## config.mk

```make
export PLATFORM = sky130hd
export DESIGN_NAME = jtag_spi_bridge
export DESIGN_NICKNAME = d
export VERILOG_FILES = /design/src/rtl/jsb_pkg.sv /design/src/rtl/jsb_len_counter.sv /design/src/rtl/jsb_frame_fsm.sv /design/src/rtl/jsb_route.sv /design/src/rtl/jtag_spi_bridge.sv
export SDC_FILE = /design/constraint.sdc
export NUM_CORES = 1
export LEC_CHECK = 0
export BUFFER_PORTS_ARGS = -buffer_cell sky130_fd_sc_hd__buf_2
export CAP_MARGIN = 10
export CORE_MARGIN = 2
export CORE_UTILIZATION = 66
export CTS_CLUSTER_SIZE = 14
export DETAILED_ROUTE_END_ITERATION = 8
export PLACE_DENSITY_LB_ADDON = 0.08
export SYNTH_ARGS = -nofsm -noshare
export SYNTH_HDL_FRONTEND = slang
export SYNTH_HIERARCHICAL = 1
export SYNTH_SLANG_ARGS = --single-unit
```

## constraint.sdc

```tcl
create_clock -name tck -period 5.3 [get_ports tck]
set_input_delay 0.53 -clock tck [delete_from_list [all_inputs] [get_ports tck]]
set_output_delay 0.53 -clock tck [all_outputs]
set_load 0.05 [all_outputs]
```

## src/rtl/jsb_pkg.sv

```systemverilog
// Shared types for the JTAG-to-SPI bridge.
// Assumes: one clock domain (TCK); phase order matches a frame's life.
package jsb_pkg;
    typedef enum logic [1:0] {
        PH_HUNT = 2'd0,  // waiting for the start marker
        PH_LEN  = 2'd1,  // shifting in the length field
        PH_XFER = 2'd2,  // chip select asserted, payload running
        PH_DONE = 2'd3   // payload finished, bits only ripple through
    } jsb_phase_e;
endpackage

```

## src/rtl/jsb_len_counter.sv

```systemverilog
// Length register and field-bit index for the bridge.
// It shifts the length in MSB first during PH_LEN and counts it down during PH_XFER.
// Assumes: LEN_W >= 2; the state is cleared whenever the bridge is inactive.
module jsb_len_counter
    import jsb_pkg::*;
#(
    parameter int LEN_W = 32
) (
    input  logic             tck,
    input  logic             rst_n,
    input  logic             active,
    input  logic             tdi,
    input  jsb_phase_e       phase,
    output logic             len_done,
    output logic             len_zero,
    output logic             cnt_last,
    output logic [LEN_W-1:0] cnt
);
    localparam int IDX_W = $clog2(LEN_W);

    logic [IDX_W-1:0] idx;
    logic [LEN_W-1:0] shifted;

    // Value the length register takes if the current TDI bit is shifted in
    assign shifted  = {cnt[LEN_W-2:0], tdi};
    assign len_done = (phase == PH_LEN) && (idx == IDX_W'(LEN_W - 1));
    assign len_zero = (shifted == '0);
    assign cnt_last = (cnt == LEN_W'(1));

    // Load the length one bit per TCK, then count the payload down
    always_ff @(posedge tck) begin
        if (!rst_n || !active) begin
            idx <= '0;
            cnt <= '0;
        end else begin
            case (phase)
                PH_HUNT: begin
                    idx <= '0;
                    cnt <= '0;
                end
                PH_LEN: begin
                    cnt <= shifted;
                    idx <= idx + 1'b1;
                end
                PH_XFER: cnt <= cnt - 1'b1;
                default: ;
            endcase
        end
    end
endmodule

```

## src/rtl/jsb_frame_fsm.sv

```systemverilog
// Frame sequencer: marker hunt, length field, payload, then trailing bits.
// Assumes: "active" already combines instruction select, Shift-DR and TAP reset.
module jsb_frame_fsm
    import jsb_pkg::*;
(
    input  logic       tck,
    input  logic       rst_n,
    input  logic       active,
    input  logic       tdi,
    input  logic       len_done,
    input  logic       len_zero,
    input  logic       cnt_last,
    output jsb_phase_e phase
);
    jsb_phase_e nxt;

    // Next phase: any loss of activity sends the sequencer back to the hunt
    always_comb begin
        nxt = phase;
        if (!active) begin
            nxt = PH_HUNT;
        end else begin
            case (phase)
                PH_HUNT: if (tdi) nxt = PH_LEN;
                PH_LEN:  if (len_done) nxt = len_zero ? PH_DONE : PH_XFER;
                PH_XFER: if (cnt_last) nxt = PH_DONE;
                default: nxt = PH_DONE;
            endcase
        end
    end

    // Phase register
    always_ff @(posedge tck) begin
        if (!rst_n) phase <= PH_HUNT;
        else        phase <= nxt;
    end
endmodule

```

## src/rtl/jsb_route.sv

```systemverilog
// Signal routing: the one-bit data register, chip select, SPI clock gate and data paths.
// Assumes: the flash samples MOSI on the rising SPI clock edge (mode 0); the host
// changes TDI on falling TCK.
module jsb_route
    import jsb_pkg::*;
(
    input  logic       tck,
    input  logic       rst_n,
    input  logic       insn_sel,
    input  logic       capture_dr,
    input  logic       tap_reset,
    input  logic       active,
    input  jsb_phase_e phase,
    input  logic       tdi,
    input  logic       miso,
    output logic       tdo,
    output logic       spi_clk,
    output logic       mosi,
    output logic       cs_n
);
    logic xfer;
    logic dr_q;
    logic gate_q;

    assign xfer    = (phase == PH_XFER) && active;
    assign cs_n    = ~xfer;
    assign mosi    = tdi;
    assign tdo     = dr_q;
    // The gate opens only at a falling edge, so cs_n falling never makes an edge;
    // the active term stops the clock as soon as a transfer is aborted
    assign spi_clk = tck & gate_q & active;

    // One-bit data register: takes MISO in the payload and TDI otherwise
    always_ff @(posedge tck) begin
        if (!rst_n || tap_reset)         dr_q <= 1'b0;
        else if (insn_sel && capture_dr) dr_q <= 1'b0;
        else if (active)                 dr_q <= xfer ? miso : tdi;
    end

    // Clock-gate enable, updated while TCK is low
    always_ff @(negedge tck) begin
        if (!rst_n) gate_q <= 1'b0;
        else        gate_q <= xfer;
    end
endmodule

```

## src/rtl/jtag_spi_bridge.sv

```systemverilog
// Top level of the JTAG-to-SPI flash bridge.
// It joins the frame sequencer, the length counter and the routing.
// Assumes: the TAP controller outside provides the state indications in the TCK domain.
module jtag_spi_bridge
    import jsb_pkg::*;
#(
    parameter int LEN_W = 32
) (
    input  logic tck,
    input  logic rst_n,
    input  logic insn_sel,
    input  logic shift_dr,
    input  logic capture_dr,
    input  logic tap_reset,
    input  logic tdi,
    input  logic miso,
    output logic tdo,
    output logic spi_clk,
    output logic mosi,
    output logic cs_n
);
    logic             active;
    logic             len_done;
    logic             len_zero;
    logic             cnt_last;
    logic [LEN_W-1:0] cnt;
    jsb_phase_e       phase;

    assign active = insn_sel & shift_dr & ~tap_reset;

    jsb_frame_fsm u_fsm (
        .tck      (tck),
        .rst_n    (rst_n),
        .active   (active),
        .tdi      (tdi),
        .len_done (len_done),
        .len_zero (len_zero),
        .cnt_last (cnt_last),
        .phase    (phase)
    );

    jsb_len_counter #(.LEN_W(LEN_W)) u_cnt (
        .tck      (tck),
        .rst_n    (rst_n),
        .active   (active),
        .tdi      (tdi),
        .phase    (phase),
        .len_done (len_done),
        .len_zero (len_zero),
        .cnt_last (cnt_last),
        .cnt      (cnt)
    );

    jsb_route u_route (
        .tck        (tck),
        .rst_n      (rst_n),
        .insn_sel   (insn_sel),
        .capture_dr (capture_dr),
        .tap_reset  (tap_reset),
        .active     (active),
        .phase      (phase),
        .tdi        (tdi),
        .miso       (miso),
        .tdo        (tdo),
        .spi_clk    (spi_clk),
        .mosi       (mosi),
        .cs_n       (cs_n)
    );
endmodule

```

==> run_results.csv <==
group,metric,value,unit
clock_tree,cts_resized,0,
logic_synthesis,yosysUniqueCellTypes,62,
logic_synthesis,synth_edf_count,0,
floorplanning,initial_core_util,0.683,
floorplanning,die-area,4640,µm²
final_layout,final_nets,356,
clock_tree,post-cts-setup-buffers,0,
timing,slew_viol_final,0,
floorplanning,core,3970,µm²
worst_setup_path,start_kind,"flop",
floorplanning,die_w,68.1,µm
logic_synthesis,yosys.area_share.simple,0.294,
final_layout,fillCellCount,323,
worst_setup_path,crit_fanout,1,
global_routing,antenna_found_initial,0,
worst_setup_path,cp_slowest_cell,"dfxtp_1",
power_and_ir_drop,power_density,205,nW/µm²
timing,worst_clock_skew,0.0699,ns
logic_synthesis,synthXorXnorAreaFrac,0.0291,
logic_synthesis,synth-compound-area-share,0.255,
logic_synthesis,synthAdderAreaFrac,0.0369,
final_layout,syn_to_final_growth,5.07,%
worst_setup_path,slowest_delay,0.29,ns
final_layout,n_antenna_cell,0,
logic_synthesis,synthCells,342,
logic_synthesis,synth_top_family_by_area,"simple AND/OR/NAND/NOR gates",
logic_synthesis,yosys_warnings,6,
timing,finalHoldViolCount,0,
worst_setup_path,worst_ep_required_time,4.77,ns
global_routing,grt_pass1_vias,2248,
floorplanning,pin_count,12,
final_layout,drive_gt1_frac,0.120,
detailed_routing,post-route-drc-count,0,
detailed_routing,wl_per_cell,16.4,µm
final_layout,final_util,0.718,
timing,setup_viol,0,
logic_synthesis,avgSynthCellArea,7.93,µm²
clock_tree,cts_hold_buf,0,
clock_tree,path_clk_slew,0.08,ns
worst_setup_path,critPathBufInv,1,
clock_tree,cts_tree,"built",
worst_setup_path,crit_family,"flip-flops",
detailed_routing,first_iter_violations,188,
place,hpwl,4.14,mm
final_layout,layout_common_cells,"dfxtp_1, a21oi_1, nor2_1",
worst_setup_path,path_cells,"and3_1 > buf_2",
floorplanning,row_count,23,
detailed_routing,antenna_left,0,
logic_synthesis,ys.flop_type,"dfxtp_1",
logic_synthesis,synth-seq-cells,41,
global_routing,gr-total-overflow,0,
logic_synthesis,asyncSetResetFlopFracSynth,0,
place,place.port_buffers,11,
logic_synthesis,syn_nets,358,
logic_synthesis,netlist_area,2710,µm²
detailed_routing,num_vias,2588,
worst_setup_path,path_class,"flop to primary output",
power_and_ir_drop,leakagePower,0.00105,µW
timing,tns,0,ns
place,gp_congestion,0.854,
clock_tree,clk-insertion-delay-late,0.47,ns
outcome,status,"finished, final reports clean",
detailed_routing,dr.pass1.iters,5,
job,max_cap_viol_count,0,
timing,max_slew_margin,0.235,
global_routing,grt_usage,0.299,
final_layout,final_common_cell,"dfxtp_1",
detailed_routing,drt-total-wl,6.43,mm
power_and_ir_drop,ir_drop,0.141,mV
logic_synthesis,synth_mux_area_frac,0.0221,
detailed_routing,vias_per_cell,6.62,
worst_setup_path,cp.arrival,3.81,ns
timing,tightest_slew,1.14,ns
floorplanning,die_h,68.1,µm
worst_setup_path,crit_path_end_kind,"primary output",
timing,rsz0062_at_grt,"false",
global_routing,grt_pass1_wl,10.3,mm
global_routing,grt_max_degree,38,
hold_path,hold_path_class,"input pin to flop",
logic_synthesis,yosysSeqAreaShare,0.303,
worst reg2reg max path: stages (launching register included):
cell,delay (ns)
dfxtp_1,0.45
nor2b_4,0.23
and3_2,0.19
Yosys cell counts (all sizes together), types with 2 or more instances:
cell,n,area (µm²)
dfxtp,41,821
a21oi,37,185
nor2,29,109
nand2,28,128
o21ai,20,100
nor3,15,85.1
nor4,14,130
clkbuf,13,48.8
a22oi,12,90.1
buf,12,70.1
inv,12,45.0
o22ai,10,62.6
xnor2,9,78.8
ha,8,100
nor2b,8,57.6
and2,6,37.5
mux2i,6,60.1
or4,6,48.8
and3,4,26.3
nand3,4,20.0
nand4,4,25.0
nor3b,4,35.0
a211oi,3,27.5
a221oi,3,32.5
a32o,3,30.0
o311ai,3,26.3
or3,3,18.8
a311oi,2,17.5
a31o,2,17.5
a32oi,2,17.5
nand3b,2,15.0
nand4b,2,17.5
o211ai,2,15.0
o221ai,2,17.5
metrics by stage:
step	power, µW	cells	area (µm²)	hold WS, ns	setup WS (ns)
6_report	584	391	2850	0.301	0.958
3_5_place_dp	333	380	2730	0.480	1.37
5_1_grt	610	391	2850	0.288	0.898
2_1_floorplan	328	342	2710	0.457	1.39
4_1_cts	595	391	2850	0.289	0.933
3_3_place_gp	333	380	2730	0.475	1.40
path summary, 6_finish.rpt:
check	from	slack, ns	end	depth (start not counted)
setup / recovery	u_route/gate_q	0.96	spi_clk	2
hold / removal	capture_dr	0.30	u_route/tdo	2
setup reg to reg	u_fsm/phase[1]	1.80	u_route/gate_q	2
hold reg to reg	u_cnt/cnt[13]	0.49	u_cnt/cnt[13]	2
flip-flops by register name, summed over array words and instances (netlist names):
| name | cells |
|---|---|
| u_route/tdo | 1 |
| u_route/gate_q | 1 |
| u_cnt/cnt | 32 |
| u_cnt/idx | 5 |
| u_fsm/phase | 2 |
logic make-up (layout without fill, tap and decap cells):
group	count (synthesis)	in the layout
adders and majority gates	8	8
and+or+nand+nor	134	134
xor gates and xnor gates	9	9
buffers and inverters	37	36
muxes	6	6
AOI/OAI and AO/OA	107	107
DFF	41	41
per-layer routing:
| layer | track usage | share of wire | vias up | routed length (µm) |
|---|---|---|---|---|
| met4 | 0.138 | 0.011 | 0 | 70 |
| met5 | 0 | 0 | - | 0 |
| met2 | 0.461 | 0.45 | 91 | 2920 |
| met3 | 0.0773 | 0.063 | 7 | 403 |
| met1 | 0.391 | 0.47 | 1210 | 3030 |
| li1 | - | - | 1280 | - |
where the power goes:
part	total [µW]	switching (µW)	internal, µW	leakage, µW
clock	261	121	140	0.0000796
sequential	308	0.381	308	0.000330
combinational	15.3	10.6	4.68	0.000644
area by class of cell:
cell class	instances	area [µm²]	area share
sequential	41	821	0.288
timing repair buffer	12	65.1	0.0228
clock buffer	10	119	0.0417
inverter	11	41.3	0.0145
clock inverter	3	13.8	0.00483
multi-input combinational	264	1730	0.606
tap	50	62.6	0.0219
No activity file was read; power rests on OpenSTA's default activity.
